File: src/rtl/pwr_mode_pkg.sv
package pwr_mode_pkg;
  typedef enum logic [1:0] {
    MODE_RUN   = 2'd0,
    MODE_IDLE  = 2'd1,
    MODE_SLEEP = 2'd2
  } pwr_mode_e;
endpackage

File: src/rtl/pwr_tick_timer.sv
module pwr_tick_timer #(
  parameter int CNT_W = 4
) (
  input  logic             clk,
  input  logic             rst_n,
  input  logic             start_i,
  input  logic [CNT_W-1:0] len_i,
  input  logic             tick_i,
  output logic             done_o
);
  logic [CNT_W-1:0] cnt_q;
  logic             run_q;

  // Last tick of the loaded count: a one-cycle pulse
  assign done_o = run_q && tick_i && (cnt_q == CNT_W'(1));

  always_ff @(posedge clk) begin
    if (!rst_n) begin
      cnt_q <= '0;
      run_q <= 1'b0;
    end else if (start_i) begin
      cnt_q <= len_i;
      run_q <= 1'b1;
    end else if (run_q && tick_i) begin
      if (cnt_q == CNT_W'(1)) begin
        run_q <= 1'b0;
      end
      cnt_q <= cnt_q - CNT_W'(1);
    end
  end
endmodule

File: src/rtl/pwr_mode_fsm.sv
module pwr_mode_fsm
  import pwr_mode_pkg::*;
#(
  parameter int CNT_W            = 5,
  parameter int IDLE_IN_TICKS    = 1,
  parameter int IDLE_OUT_TICKS   = 1,
  parameter int SLEEP_STEPS      = 3,
  parameter int SLEEP_STEP_TICKS = 3,
  parameter int SLEEP_OUT_TICKS  = 16
) (
  input  logic             clk,
  input  logic             rst_n,
  input  logic             idle_req_i,
  input  logic             sleep_req_i,
  input  logic             wake_i,
  input  logic             done_i,
  output logic             start_o,
  output logic [CNT_W-1:0] len_o,
  output pwr_mode_e        mode_o,
  output logic             busy_o
);
  localparam int STEP_W = (SLEEP_STEPS > 1) ? $clog2(SLEEP_STEPS) : 1;
  localparam logic [STEP_W-1:0] LAST_STEP = STEP_W'(SLEEP_STEPS - 1);

  pwr_mode_e        mode_q, dest_q, go_dest;
  logic             busy_q, go;
  logic [STEP_W-1:0] step_q;
  logic [CNT_W-1:0] go_len;
  logic             next_step;

  // Pick the transition to take when settled
  always_comb begin
    go      = 1'b0;
    go_dest = mode_q;
    go_len  = CNT_W'(SLEEP_STEP_TICKS);
    if (!busy_q) begin
      unique case (mode_q)
        MODE_RUN: begin
          if (sleep_req_i) begin
            go = 1'b1; go_dest = MODE_SLEEP; go_len = CNT_W'(SLEEP_STEP_TICKS);
          end else if (idle_req_i) begin
            go = 1'b1; go_dest = MODE_IDLE;  go_len = CNT_W'(IDLE_IN_TICKS);
          end
        end
        MODE_IDLE: begin
          if (wake_i) begin
            go = 1'b1; go_dest = MODE_RUN;   go_len = CNT_W'(IDLE_OUT_TICKS);
          end else if (sleep_req_i) begin
            go = 1'b1; go_dest = MODE_SLEEP; go_len = CNT_W'(SLEEP_STEP_TICKS);
          end
        end
        MODE_SLEEP: begin
          if (wake_i) begin
            go = 1'b1; go_dest = MODE_RUN;   go_len = CNT_W'(SLEEP_OUT_TICKS);
          end
        end
        default: ;
      endcase
    end
  end

  assign next_step = busy_q && done_i && (dest_q == MODE_SLEEP) && (step_q != LAST_STEP);
  assign start_o   = go || next_step;
  assign len_o     = go ? go_len : CNT_W'(SLEEP_STEP_TICKS);

  always_ff @(posedge clk) begin
    if (!rst_n) begin
      mode_q <= MODE_RUN;
      dest_q <= MODE_RUN;
      busy_q <= 1'b0;
      step_q <= '0;
    end else if (go) begin
      busy_q <= 1'b1;
      dest_q <= go_dest;
      step_q <= '0;
    end else if (next_step) begin
      step_q <= step_q + STEP_W'(1);
    end else if (busy_q && done_i) begin
      mode_q <= dest_q;
      busy_q <= 1'b0;
      step_q <= '0;
    end
  end

  assign mode_o = mode_q;
  assign busy_o = busy_q;
endmodule

File: src/rtl/pwr_mode_ctrl.sv
module pwr_mode_ctrl
  import pwr_mode_pkg::*;
#(
  parameter int IDLE_IN_TICKS    = 1,
  parameter int IDLE_OUT_TICKS   = 1,
  parameter int SLEEP_STEPS      = 3,
  parameter int SLEEP_STEP_TICKS = 3,
  parameter int SLEEP_OUT_TICKS  = 16
) (
  input  logic       clk,
  input  logic       rst_n,
  input  logic       tick_i,
  input  logic       idle_req_i,
  input  logic       sleep_req_i,
  input  logic       wake_i,
  output logic       clk_en_o,
  output logic       pd_en_o,
  output logic [1:0] mode_o,
  output logic       busy_o
);
  localparam int MAX_A     = (IDLE_IN_TICKS > IDLE_OUT_TICKS) ? IDLE_IN_TICKS : IDLE_OUT_TICKS;
  localparam int MAX_B     = (SLEEP_STEP_TICKS > SLEEP_OUT_TICKS) ? SLEEP_STEP_TICKS : SLEEP_OUT_TICKS;
  localparam int MAX_TICKS = (MAX_A > MAX_B) ? MAX_A : MAX_B;
  localparam int CNT_W     = $clog2(MAX_TICKS + 1);

  logic             start, done, busy;
  logic [CNT_W-1:0] len;
  pwr_mode_e        mode;

  pwr_tick_timer #(.CNT_W(CNT_W)) u_timer (
    .clk     (clk),
    .rst_n   (rst_n),
    .start_i (start),
    .len_i   (len),
    .tick_i  (tick_i),
    .done_o  (done)
  );

  pwr_mode_fsm #(
    .CNT_W            (CNT_W),
    .IDLE_IN_TICKS    (IDLE_IN_TICKS),
    .IDLE_OUT_TICKS   (IDLE_OUT_TICKS),
    .SLEEP_STEPS      (SLEEP_STEPS),
    .SLEEP_STEP_TICKS (SLEEP_STEP_TICKS),
    .SLEEP_OUT_TICKS  (SLEEP_OUT_TICKS)
  ) u_fsm (
    .clk         (clk),
    .rst_n       (rst_n),
    .idle_req_i  (idle_req_i),
    .sleep_req_i (sleep_req_i),
    .wake_i      (wake_i),
    .done_i      (done),
    .start_o     (start),
    .len_o       (len),
    .mode_o      (mode),
    .busy_o      (busy)
  );

  assign mode_o   = mode;
  assign busy_o   = busy;
  assign clk_en_o = (mode == MODE_RUN) && !busy;
  assign pd_en_o  = !((mode == MODE_SLEEP) && !busy);
endmodule

File: config.mk
export PLATFORM = sky130hd
export DESIGN_NAME = pwr_mode_ctrl
export DESIGN_NICKNAME = d
export VERILOG_FILES = /design/src/rtl/pwr_mode_pkg.sv /design/src/rtl/pwr_tick_timer.sv /design/src/rtl/pwr_mode_fsm.sv /design/src/rtl/pwr_mode_ctrl.sv
export SDC_FILE = /design/constraint.sdc
export NUM_CORES = 1
export LEC_CHECK = 0
export ABC_CLOCK_PERIOD_IN_PS = 1800
export BUFFER_PORTS_ARGS = -buffer_cell sky130_fd_sc_hd__buf_2
export CORE_MARGIN = 8
export CORE_UTILIZATION = 48
export DETAILED_ROUTE_END_ITERATION = 7
export GPL_TIMING_DRIVEN = 0
export PLACE_DENSITY = 0.72
export SETUP_SLACK_MARGIN = 0.1
export SLEW_MARGIN = 20
export SYNTH_ARGS = -nofsm -noshare
export SYNTH_HDL_FRONTEND = slang
export SYNTH_SLANG_ARGS = --single-unit
export TNS_END_PERCENT = 100
File: constraint.sdc
create_clock -name clk -period 1.8 [get_ports clk]
set_clock_uncertainty 0.1 [all_clocks]
set_input_delay 0.54 -clock clk [delete_from_list [all_inputs] [get_ports clk]]
set_output_delay 0.54 -clock clk [all_outputs]
set_load 0.03 [all_outputs]
==> metrics.txt, run 1 <==
CTS max path bufs 2; Detailed Route Iter0 Violations 6; Buffers on Ports 10; Die H 54.8 um; CP Launch Type register; clk_lat worst skew 0.27 ns; final hold violation count 0; # clock sinks 13; layout net count 104; synth top area cells dfxtp_1, nand2_1, ha_1; Routed WL per cell 14.8 um; hold path depth 2; Max IR drop VDD 0.507 mV; reg2reg end u_timer.cnt_q[4]; Seq/Total Area, Yosys 36.1%; critical path's largest stage delay 0.38 ns; root buf cell clkbuf_4; #FFs+latches synth 13; minimum clock period 1.68 ns; Setup Viol. Count Final 0; count leader, synth dfxtp_1; fraction of layout cells with a size suffix above 1 37.2%; Critical Path Sink Type output port; Async SR Flop Fraction 0%; Worst Setup SP u_fsm.mode_o[0]; vias per std cell 5.77; # H-tree levels 1; DRT met1 WL 640 um; Least-Margin Pin Slew 0.399 ns; Hold Crit Endpoint u_fsm.step_q[1]; Yosys Warn Count 0; Clock transition at path regs 0.07 ns; total negative slack 0 ns; Worst Reg-to-Reg Cells 5; Initial Util 49.6%; Syn Nets 86; reg-to-reg startpoint u_fsm.step_q[0]; Crit Path Class reg2out; vias in the first global route 605; Area Growth Syn to Fin 24.5%; io pins 11; TritonCTS clock tree yes; hpwl dp 1130 um; Num CTS Buffers 3; Slew HR 73.4%; final worst path period share 93.2%; critical-path cell list nor2_4, nand2_1, clkbuf_4; Fill cells 131; Yosys top cell area share 36.1%; Hold Buf Count CTS 0; Post-Syn Area per Cell 9.36 um2; initial antenna violation count 0; uppermost layer routed met4; Residual DRC 0; max-slew violation count 0; Hold WC Path Type reg2reg; Yosys top cell by area dfxtp_1; Peak Freq 596 MHz; max capacitance violation total 0; top cells by count, synth dfxtp_1, nand2_1, inv_1, a21oi_1, nand3_1; die area 3000 um2; Worst R2R Setup Slack 0.15 ns; leakage power 0.411 nW; antenna-violating nets left 0; Post-Route WL 1630 um; Netlist Area Pre-Place 721 um2; number of flops mapped to enable cells by yosys 0; P per Cell Area 718 nW/um2; Met2 Wirelength 883 um; Pre-antenna DRT Iters 4; num rows 14; gpl congestion 0.759; Tot Pwr 0.644 mW; Data arrival, critical path 1.04 ns; pin count of the biggest net entering global routing 11; RSZ-0062 raised after global routing true; peak fanout along the critical path 5; core area 1450 um2; Main synth FF type dfxtp_1; CP Data Required Time 1.16 ns; count of cell types in the netlist 31; first-pass GRT wire length 2640 um; CP max stage cell dfxtp_4; gate count of the mapped netlist 77; gr ovfl total 0; status finished clean; via count 635; DIE WIDTH 54.8 um; number of diodes 0; Worst Min Path Start u_fsm.step_q[1]; global-route usage over all layers 12.5%; met3 wire length 86 um
[registers in the layout, summed over array words and instances (netlist names)]
| name | count |
|---|---|
| u_fsm.busy_o | 1 |
| u_fsm.dest_q | 2 |
| u_fsm.mode_o | 2 |
| u_fsm.step_q | 2 |
| u_timer.cnt_q | 5 |
| u_timer.run_q | 1 |
[cells in the final DEF, fill, tap and decap left out, drive strengths merged]
master,instances
a21boi,3
a21o,1
a21oi,4
a22oi,1
and3,2
and4bb,1
buf,13
clkbuf,6
dfxtp,13
ha,3
inv,5
mux2,1
mux2i,2
nand2,11
nand3,5
nand3b,2
nand4,1
nor2,2
nor2b,3
nor3,1
nor4,1
o21a,1
o221a,2
o22ai,1
o31a,1
o41ai,1
or3,2
or3b,1
xnor2,2
xor2,2
[cell type report]
type	count	area, um2	share of cell area, %
Timing Repair Buffer	13	81.3	9.07
Inverter	5	18.8	2.09
Buffer	2	15.0	1.67
Tap cell	16	20.0	2.23
Clock buffer	4	26.3	2.93
Multi-Input combinational cell	57	467	52.0
Sequential cell	13	269	30.0
[worst max path at each step]
| stage | end | slack, ns |
|---|---|---|
| after floorplan | pd_en_o | 0.09 |
| after global placement | u_timer.cnt_q[4] | 0.04 |
| after detailed placement | u_timer.cnt_q[4] | 0.01 |
| after CTS | pd_en_o | 0.08 |
| after global routing | pd_en_o | 0.07 |
| final | pd_en_o | 0.12 |
[kinds of logic after synthesis]
family                     synth area share [%]
AOI/OAI and AO/OA                          18.4
muxes                                      4.86
DFF                                        36.1
xor gates and xnor gates                   4.86
buffers and inverters                      4.69
adders and majority gates                  5.21
and+or+nand+nor                            25.9
[per-stage QoR]
stage               hold WS, ns  worst slack [ns]  instance area (um2)  utilization (%)  std cells
floorplan                 0.331            0.0860                  726                -         77
global placement          0.343            0.0378                  796             54.7        103
detailed placement        0.360            0.0148                  796             54.7        103
CTS                       0.370            0.0760                  851             58.5        107
global route              0.397            0.0654                  897             61.7        110
finish                    0.365             0.123                  897             61.7        110
[timing repair]
| item | CTS | global route |
|---|---|---|
| setup endpoints to repair | 10 | 6 |
| pin swaps | 1 | 5 |
| gates resized for setup | 10 | 7 |
| buffers inserted | 0 | 3 |
[critical path: cells and delay by family (launching register included)]
family	cells	cell delay [ns]
buf+inv	1	0.17
flops	1	0.38
simple gates	2	0.21
[power breakdown]
part / leakage, nW / switching (mW) / internal (mW)
logic: 0.288 / 0.0789 / 0.0676
clock network: 0.0150 / 0.0912 / 0.0860
registers: 0.108 / 0.0178 / 0.302
[layer usage]
metal | vias to the layer above | global-route usage (%)
met5 | - | 0
met4 | 0 | 7.79
met3 | 2 | 6.25
met2 | 13 | 20.2
met1 | 309 | 12.5
li1 | 311 | -
Note: power is estimated with default switching activity, not from simulation.
==> run 2: changes to the inputs <==
Settings changed: MAX_ROUTING_LAYER set to met4.
==> run 2 against run 1 <==
Against the previous run: sequential share of layout area unchanged; non-clock buffer count unchanged; power about the same; fmax about the same; combinational power about the same; critical path depth unchanged; critical path type unchanged; highest routed layer unchanged.
==> metrics.txt, run 2 (synthesis gave the netlist of run 1 again) <==
status finished clean; # H-tree levels 1; internal cell power 0.456 mW; Peak Freq 596 MHz; most common cell after layout, fill and taps aside nand2_1; max-slew violation count 0; CP Data Required Time 1.16 ns; Pre-antenna DRT Iters 4; Placed Area 796 um2; pin count of the biggest net entering global routing 11; Buffers on Ports 10; root buf cell clkbuf_4; Register Area 269 um2; Hold Buf Count CTS 0; most frequent cells in the layout nand2_1, dfxtp_1, buf_2; final worst path period share 93.2%; Reg with most FFs u_timer.cnt_q; leakage power 0.411 nW; fin cells 110; reg-to-reg startpoint u_fsm.step_q[0]; NetSw 0.188 mW; Detailed Route Iter0 Violations 6; core area 1450 um2; Residual DRC 0; vias in the first global route 606; initial antenna violation count 0; Hold WS 0.365 ns; critical path's largest stage delay 0.38 ns; final instance area 897 um2; Max IR drop VDD 0.506 mV; combinational fraction of design power 22.8%; layout net count 104; gr ovfl total 0; CP max stage cell dfxtp_4; Hold Crit Endpoint u_fsm.step_q[1]; io pins 11; global-route usage over all layers 12.8%; hold path depth 2; CP Launch Type register; DP Cell Count 103; Data arrival, critical path 1.04 ns; final hold violation count 0; minimum clock period 1.68 ns; CTS max path bufs 2; max capacitance violation total 0; Clk pwr share 27.5%; Worst R2R Setup Slack 0.15 ns; Area Growth Syn to Fin 24.5%; Least-Margin Pin Slew 0.399 ns; hpwl dp 1130 um; Post-Route WL 1630 um; multi-input logic area 467 um2; # clock sinks 13; num rows 14; P per Cell Area 718 nW/um2; Routed WL per cell 14.8 um; Flop pwr share 49.7%; reg2reg end u_timer.cnt_q[4]; peak fanout along the critical path 5; Num CTS Buffers 3; Worst Min Path Start u_fsm.step_q[1]; clk_lat worst skew 0.27 ns; fraction of layout cells with a size suffix above 1 37.2%; antenna-violating nets left 0; Net Sw Frac 29.2%; total negative slack 0 ns; die area 3000 um2; Worst Reg-to-Reg Cells 5; gpl congestion 0.769; TritonCTS clock tree yes; vias per std cell 5.77; first-pass GRT wire length 2640 um; Fill cells 131; DIE WIDTH 54.8 um; Crit Path Class reg2out; Setup Viol. Count Final 0; Initial Util 49.6%; Critical Path Sink Type output port; RSZ-0062 raised after global routing true; max FFs per register 5; Tot Pwr 0.644 mW; Hold WC Path Type reg2reg; Die H 54.8 um; via count 635; critical-path cell list nor2_4, nand2_1, clkbuf_4; number of diodes 0; Slew HR 73.4%; Clock transition at path regs 0.07 ns
[run 2: cell counts in the layout (fill, tap and decap cells not counted)]
No cell type changed its count.
[run 2: power by group through the flow]
stage / Sequential (mW) / Combinational, mW / Clock (mW)
floorplan: 0.328 / 0.0884 / 0
detailed placement: 0.327 / 0.122 / 0
global route: 0.323 / 0.160 / 0.195
global placement: 0.326 / 0.119 / 0
CTS: 0.323 / 0.133 / 0.186
finish: 0.320 / 0.147 / 0.177
[run 2: worst max-delay path, delay by kind of cell, from the launching register on]
| family | cells | cell delay, ns |
|---|---|---|
| flops | 1 | 0.38 |
| buf+inv | 1 | 0.17 |
| simple gates | 2 | 0.21 |
[run 2: through the flow]
step / setup WS, ns / util (%)
after floorplan: 0.0860 / -
after global placement: 0.0378 / 54.7
after detailed placement: 0.0148 / 54.7
after CTS: 0.0760 / 58.5
after global routing: 0.0654 / 61.7
final: 0.123 / 61.7
[run 2: worst max-delay path by stage]
stage                                from               end  slack (ns)  cells after the start
after floorplan              u_fsm.busy_o           pd_en_o        0.09                      2
after global placement             tick_i  u_timer.cnt_q[4]        0.04                      5
after detailed placement           tick_i  u_timer.cnt_q[4]        0.01                      5
after CTS                    u_fsm.busy_o           pd_en_o        0.08                      3
after global routing      u_fsm.mode_o[0]           pd_en_o        0.07                      3
final                     u_fsm.mode_o[0]           pd_en_o        0.12                      3
[run 2: area by class of cell]
class | instances | share of cell area [%]
multi-input cells | 57 | 52.0
repair buffers | 13 | 9.07
clock buffers | 4 | 2.93
plain buffers | 2 | 1.67
inverters | 5 | 2.09
well taps | 16 | 2.23
flip-flops and latches | 13 | 30.0
[run 2: timing repair]
| item | 4_1_cts | 5_1_grt |
|---|---|---|
| resized for setup | 10 | 7 |
| gates cloned | 0 | 0 |
| endpoints found under the setup margin | 10 | 6 |
| pin swaps | 1 | 5 |
| buffers inserted | 0 | 3 |
[run 2: metal layers]
metal	global-route usage, %	vias to the layer above	part of all wire, %
met3	6.25	2	5.9
li1	-	311	-
met5	-	-	0
met2	20.2	13	54
met1	12.5	309	39
met4	7.79	0	0.98
